$ cat config.mk
export PLATFORM = sky130hd
export DESIGN_NAME = acpi_evt_irq
export DESIGN_NICKNAME = d
export VERILOG_FILES = /design/src/rtl/acpi_evt_pkg.sv /design/src/rtl/acpi_evt_ctrl.sv /design/src/rtl/acpi_evt_dp.sv /design/src/rtl/acpi_evt_irq.sv
export SDC_FILE = /design/constraint.sdc
export NUM_CORES = 1
export LEC_CHECK = 0
export ABC_AREA = 1
export ABC_CLOCK_PERIOD_IN_PS = 900
export BUFFER_PORTS_ARGS = -buffer_cell sky130_fd_sc_hd__buf_2
export CAP_MARGIN = 20
export CORE_MARGIN = 2
export CORE_UTILIZATION = 35
export CTS_CLUSTER_SIZE = 8
export DETAILED_ROUTE_END_ITERATION = 6
export GPL_TIMING_DRIVEN = 0
export PLACE_DENSITY = 0.6
export RECOVER_POWER = 25
export SLEW_MARGIN = 5
export SYNTH_ARGS = -nofsm -noshare
export SYNTH_HDL_FRONTEND = slang
export SYNTH_SLANG_ARGS = --single-unit
$ cat constraint.sdc
create_clock -name clk -period 0.9 [get_ports clk]
set_input_delay 0.09 -clock clk [delete_from_list [all_inputs] [get_ports clk]]
set_output_delay 0.09 -clock clk [all_outputs]
set_load 0.005 [all_outputs]
$ cat src/rtl/acpi_evt_pkg.sv
package acpi_evt_pkg;
  localparam int REG_W   = 16;
  localparam int BYTE_W  = 8;
  localparam int ADDR_W  = 3;
  localparam int BIT_TMR = 0;
  localparam int BIT_GLB = 5;
  localparam int BIT_PWR = 8;
  localparam int BIT_RTC = 10;
  localparam logic [REG_W-1:0] SRC_MASK =
    (REG_W'(1) << BIT_TMR) | (REG_W'(1) << BIT_GLB) |
    (REG_W'(1) << BIT_PWR) | (REG_W'(1) << BIT_RTC);
  localparam logic [ADDR_W-1:0] A_STS_LO = 3'd0;
  localparam logic [ADDR_W-1:0] A_STS_HI = 3'd1;
  localparam logic [ADDR_W-1:0] A_EN_LO  = 3'd2;
  localparam logic [ADDR_W-1:0] A_EN_HI  = 3'd3;
  localparam logic [ADDR_W-1:0] A_CTL_LO = 3'd4;
  localparam logic [ADDR_W-1:0] A_CTL_HI = 3'd5;

  typedef struct packed {
    logic wrStsLo;
    logic wrStsHi;
    logic wrEnLo;
    logic wrEnHi;
    logic wrCtlLo;
    logic wrCtlHi;
  } wr_strobe_t;
endpackage

$ cat src/rtl/acpi_evt_ctrl.sv
module acpi_evt_ctrl
  import acpi_evt_pkg::*;
(
  input  logic              regWrEn,
  input  logic [ADDR_W-1:0] regAddr,
  output wr_strobe_t        strobes
);
  always_comb begin
    strobes = '0;
    if (regWrEn) begin
      unique case (regAddr)
        A_STS_LO: strobes.wrStsLo = 1'b1;
        A_STS_HI: strobes.wrStsHi = 1'b1;
        A_EN_LO:  strobes.wrEnLo  = 1'b1;
        A_EN_HI:  strobes.wrEnHi  = 1'b1;
        A_CTL_LO: strobes.wrCtlLo = 1'b1;
        A_CTL_HI: strobes.wrCtlHi = 1'b1;
        default:  strobes = '0;
      endcase
    end
  end
endmodule

$ cat src/rtl/acpi_evt_dp.sv
module acpi_evt_dp
  import acpi_evt_pkg::*;
(
  input  logic              clk,
  input  logic              rstN,
  input  wr_strobe_t        strobes,
  input  logic [BYTE_W-1:0] wrData,
  input  logic [ADDR_W-1:0] rdAddr,
  input  logic              evTmrOvf,
  input  logic              evGlbLock,
  input  logic              evPwrBtn,
  input  logic              evRtc,
  output logic [BYTE_W-1:0] rdData,
  output logic              intReq,
  output logic              tmrArm
);
  logic [REG_W-1:0] stsQ, enQ, ctlQ;
  logic [REG_W-1:0] setVec, clrVec;

  always_comb begin
    setVec = '0;
    setVec[BIT_TMR] = evTmrOvf;
    setVec[BIT_GLB] = evGlbLock;
    setVec[BIT_PWR] = evPwrBtn;
    setVec[BIT_RTC] = evRtc;
    clrVec = '0;
    if (strobes.wrStsLo) clrVec[BYTE_W-1:0]     = wrData;
    if (strobes.wrStsHi) clrVec[REG_W-1:BYTE_W] = wrData;
  end

  always_ff @(posedge clk) begin
    if (!rstN) begin
      stsQ <= '0;
      enQ  <= '0;
      ctlQ <= '0;
    end else begin
      stsQ <= (stsQ & ~clrVec) | setVec;
      if (strobes.wrEnLo)  enQ[BYTE_W-1:0]      <= wrData;
      if (strobes.wrEnHi)  enQ[REG_W-1:BYTE_W]  <= wrData;
      if (strobes.wrCtlLo) ctlQ[BYTE_W-1:0]     <= wrData;
      if (strobes.wrCtlHi) ctlQ[REG_W-1:BYTE_W] <= wrData;
    end
  end

  assign intReq = |(stsQ & enQ & SRC_MASK);
  assign tmrArm = enQ[BIT_TMR] & ~stsQ[BIT_TMR];

  always_comb begin
    unique case (rdAddr)
      A_STS_LO: rdData = stsQ[BYTE_W-1:0];
      A_STS_HI: rdData = stsQ[REG_W-1:BYTE_W];
      A_EN_LO:  rdData = enQ[BYTE_W-1:0];
      A_EN_HI:  rdData = enQ[REG_W-1:BYTE_W];
      A_CTL_LO: rdData = ctlQ[BYTE_W-1:0];
      A_CTL_HI: rdData = ctlQ[REG_W-1:BYTE_W];
      default:  rdData = '0;
    endcase
  end

  // a pulse wins over a same-cycle clear
  a_r4_event_wins: assert property (@(posedge clk) disable iff (!rstN)
    evRtc |=> stsQ[BIT_RTC]);
  // the global-lock pulse latches
  a_r2_glb_latch: assert property (@(posedge clk) disable iff (!rstN)
    evGlbLock |=> stsQ[BIT_GLB]);
  // writing a zero keeps a pending bit
  a_r3_zero_keeps: assert property (@(posedge clk) disable iff (!rstN)
    (strobes.wrStsHi && !wrData[BIT_PWR-BYTE_W] && stsQ[BIT_PWR]) |=> stsQ[BIT_PWR]);
  // a low-byte enable write leaves the high byte alone
  a_r6_lane_isolated: assert property (@(posedge clk) disable iff (!rstN)
    (strobes.wrEnLo && !strobes.wrEnHi) |=> enQ[REG_W-1:BYTE_W] == $past(enQ[REG_W-1:BYTE_W]));
endmodule

$ cat src/rtl/acpi_evt_irq.sv
module acpi_evt_irq
  import acpi_evt_pkg::*;
(
  input  logic       clk,
  input  logic       rstN,
  input  logic       regWrEn,
  input  logic [2:0] regAddr,
  input  logic [7:0] regWrData,
  output logic [7:0] regRdData,
  input  logic       evTmrOvf,
  input  logic       evGlbLock,
  input  logic       evPwrBtn,
  input  logic       evRtc,
  output logic       intReq,
  output logic       tmrArm
);
  wr_strobe_t strobes;

  acpi_evt_ctrl uCtrl (
    .regWrEn (regWrEn),
    .regAddr (regAddr),
    .strobes (strobes)
  );

  acpi_evt_dp uDp (
    .clk       (clk),
    .rstN      (rstN),
    .strobes   (strobes),
    .wrData    (regWrData),
    .rdAddr    (regAddr),
    .evTmrOvf  (evTmrOvf),
    .evGlbLock (evGlbLock),
    .evPwrBtn  (evPwrBtn),
    .evRtc     (evRtc),
    .rdData    (regRdData),
    .intReq    (intReq),
    .tmrArm    (tmrArm)
  );

  // once a timer wrap is pending, arming is off
  a_r7_no_rearm: assert property (@(posedge clk) disable iff (!rstN)
    evTmrOvf |=> !tmrArm);
endmodule

==> impl_results.md <==
- Tmin final: 1.20 ns
- Synth Area per Inst: 7.01 um2
- Initial core utilization: 35.8%
- CP max FO: 2
- Routed via count: 2171
- Sw Pwr: 1.15 mW
- Fin. max-slew vios: 0
- Root Buffer: clkbuf_8
- Pleak: 1.22 nW
- Internal: 3.01 mW
- Max Freq: 837 MHz
- Slew @ Worst Pin: 0.602 ns
- Share of layout cells above drive strength 1: 34.3%
- Area taken by multi-input logic gates: 1190 um2
- I/O Buffers: 25
- Die outline height: 84.1 um
- DRT Pass-1 Iters: 4
- CP required: 0.81 ns
- RSZ-0062 raised after global routing: true
- # DRC: 0
- Finished Layout Cells: 441
- Die area: 7070 um2
- Crit path largest cell delay: 0.34 ns
- Switching power share of the total: 27.7%
- Clock share of power: 33.6%
- Relative slew slack: 59.9%
- Max Root-Sink Buffers: 2
- Crit path buf inv count: 1
- Core footprint: 6280 um2
- Worst R2R Setup Slack: 0.24 ns
- Syn nets: 338
- Worst path slowest cell: dfxtp_2
- CP Launch Type: register
- Io pins: 28
- MaxCap Viol Count: 0
- Final setup margin: -0.295 ns
- First-pass GRT wire length: 10600 um
- Peak supply drop: 0.736 mV
- DP Cell Count: 422
- Num CTS Buffers: 5
- Vias in the first global route: 2112
- Post-synthesis cell type count: 23
- Number of fillers in the final layout: 657
- Number of DRC markers in iteration 0: 78
- Post-Syn Instances: 320
- Final period util: 133%
- Syn-to-layout area delta: 30.0%
- Status: finished, violations left
- Seq cells post-synth: 48
- Delay-heaviest family, CP: simple AND/OR/NAND/NOR gates
- Design area: 2920 um2
- Worst-path clk slew: 0.09 ns
- GR Util All Layers: 19.0%
- Failing checks: negative setup slack
- Seq/Total Area, Yosys: 42.8%
- # nets final: 381
- Final Hold Viols: 0
- Syn. warnings: 0
- CTS Sinks: 48
- Reg area: 992 um2
- Vias per cell: 4.92
- Overall Power: 4.16 mW
- Post-detail-place hpwl: 4420 um
- Arr. time, crit path: 1.11 ns
- Worst skew pair latency: 0.30 ns
- Std-Cell Rows: 29
- DIE WIDTH: 84.1 um
- Power Dens Cells: 1430 nW/um2
- Fin util: 46.5%
- Initial antenna violation count: 0
- Cell Chain, Critical Path: nand3_1, and3_1, nand2_1, buf_2
- Pin count of the biggest net entering global routing: 16
- Critical Path Sink Type: output port
- Htree depth: 2
- Wirelength, routed: 6450 um
- Area of the mapped netlist: 2240 um2
- Pre-CTS setup slack: -0.436 ns
- Placer Congestion: 0.776
- Setup-failing EPs final: 12
- Clk_skew: 0 ns
- Drt wl/cell: 14.6 um
- Hold Path Class: input port to register
- Setup CP Type: register to output port
- Overflow after GRT: 0
- CTS tree: done
- N_diodes: 0
- Combinational share of power: 13.2%
- Placed Area: 2480 um2
- Routed Antenna Nets: 0
- Reg power frac: 53.2%
## flip-flops by register name, summed over array words and instances (netlist names)
signal and cells:
uDp.stsQ 16, uDp.ctlQ 16, uDp.enQ 16
## worst paths after layout
| check | from | end | depth (start not counted) |
|---|---|---|---|
| worst min register to register | uDp.stsQ[9] | uDp.stsQ[9] | 2 |
| worst min-delay path | evRtc | uDp.stsQ[10] | 3 |
| worst max-delay path | uDp.enQ[9] | regRdData[1] | 4 |
| worst max register to register | uDp.stsQ[5] | uDp.stsQ[5] | 2 |
## logic make-up after synthesis
group,Yosys count,synth area share (%)
AO/OA/AOI/OAI,60,13.5
buffers and inverters,58,11.1
flip-flops,48,42.8
AND/OR/NAND/NOR,154,32.6
## metrics by stage
step           hold slack (ns)  setup TNS [ns]
5_1_grt                 0.0285           -3.23
3_5_place_dp             0.302          -13.27
2_1_floorplan            0.207               0
6_report                0.0250           -2.48
3_3_place_gp             0.300          -12.26
4_1_cts                 0.0178           -2.59
## worst min-delay path, cell delays in order
cell and delay, ns:
buf_2 0.10, inv_1 0.05, a21oi_1 0.06
## area by class of cell
type	count	area share, %
buffer	13	3.43
tap	77	3.30
inverter	45	6.22
clock buffer	6	2.83
multi-input combinational	214	40.7
sequential	48	34.0
clock inverter	2	0.514
timing repair buffer	36	9.04
## cells in the mapped netlist, drive strengths merged
master  count  share of area (%)
nand4       4                1.1
nor2       35                7.5
o22ai       2               0.56
nand3      43                 11
nand2      70                 12
dfxtp      48                 43
clkbuf      5               0.84
clkinv      1               0.39
and3        2               0.56
o21ai      28                6.2
buf         8                2.6
inv        44                7.4
a21oi      30                6.7
## cells in the final DEF (no fill, tap or decap), drive strengths merged
master	count
a21oi	30
and3	2
buf	39
clkbuf	13
clkinv	1
clkinvlp	2
dfxtp	48
dlygate4sd3	3
inv	44
nand2	70
nand3	43
nand4	4
nor2	35
o21ai	28
o22ai	2
## power groups by stage
stage          clock, mW  combinational [mW]  sequential [mW]
5_1_grt             1.53               0.596             2.22
3_3_place_gp           0               0.430             2.25
6_report            1.40               0.548             2.21
4_1_cts             1.44               0.528             2.21
2_1_floorplan          0               0.264             2.24
3_5_place_dp           0               0.434             2.25
## metal layers
layer	wire length, um	track usage (%)
met1	3080	26.1
met2	2850	29.4
met3	396	3.56
met4	112	7.48
met5	0	0
## what timing repair did
item | CTS | global route
pin swaps | 16 | 13
hold buffers | 3 | 0
cloned | 1 | 0
buffers inserted | 6 | 1
setup endpoints to repair | 16 | 28
endpoints found under the hold margin | 3 | 0
resized for setup | 51 | 35
Power figures use the tool's default switching activity.
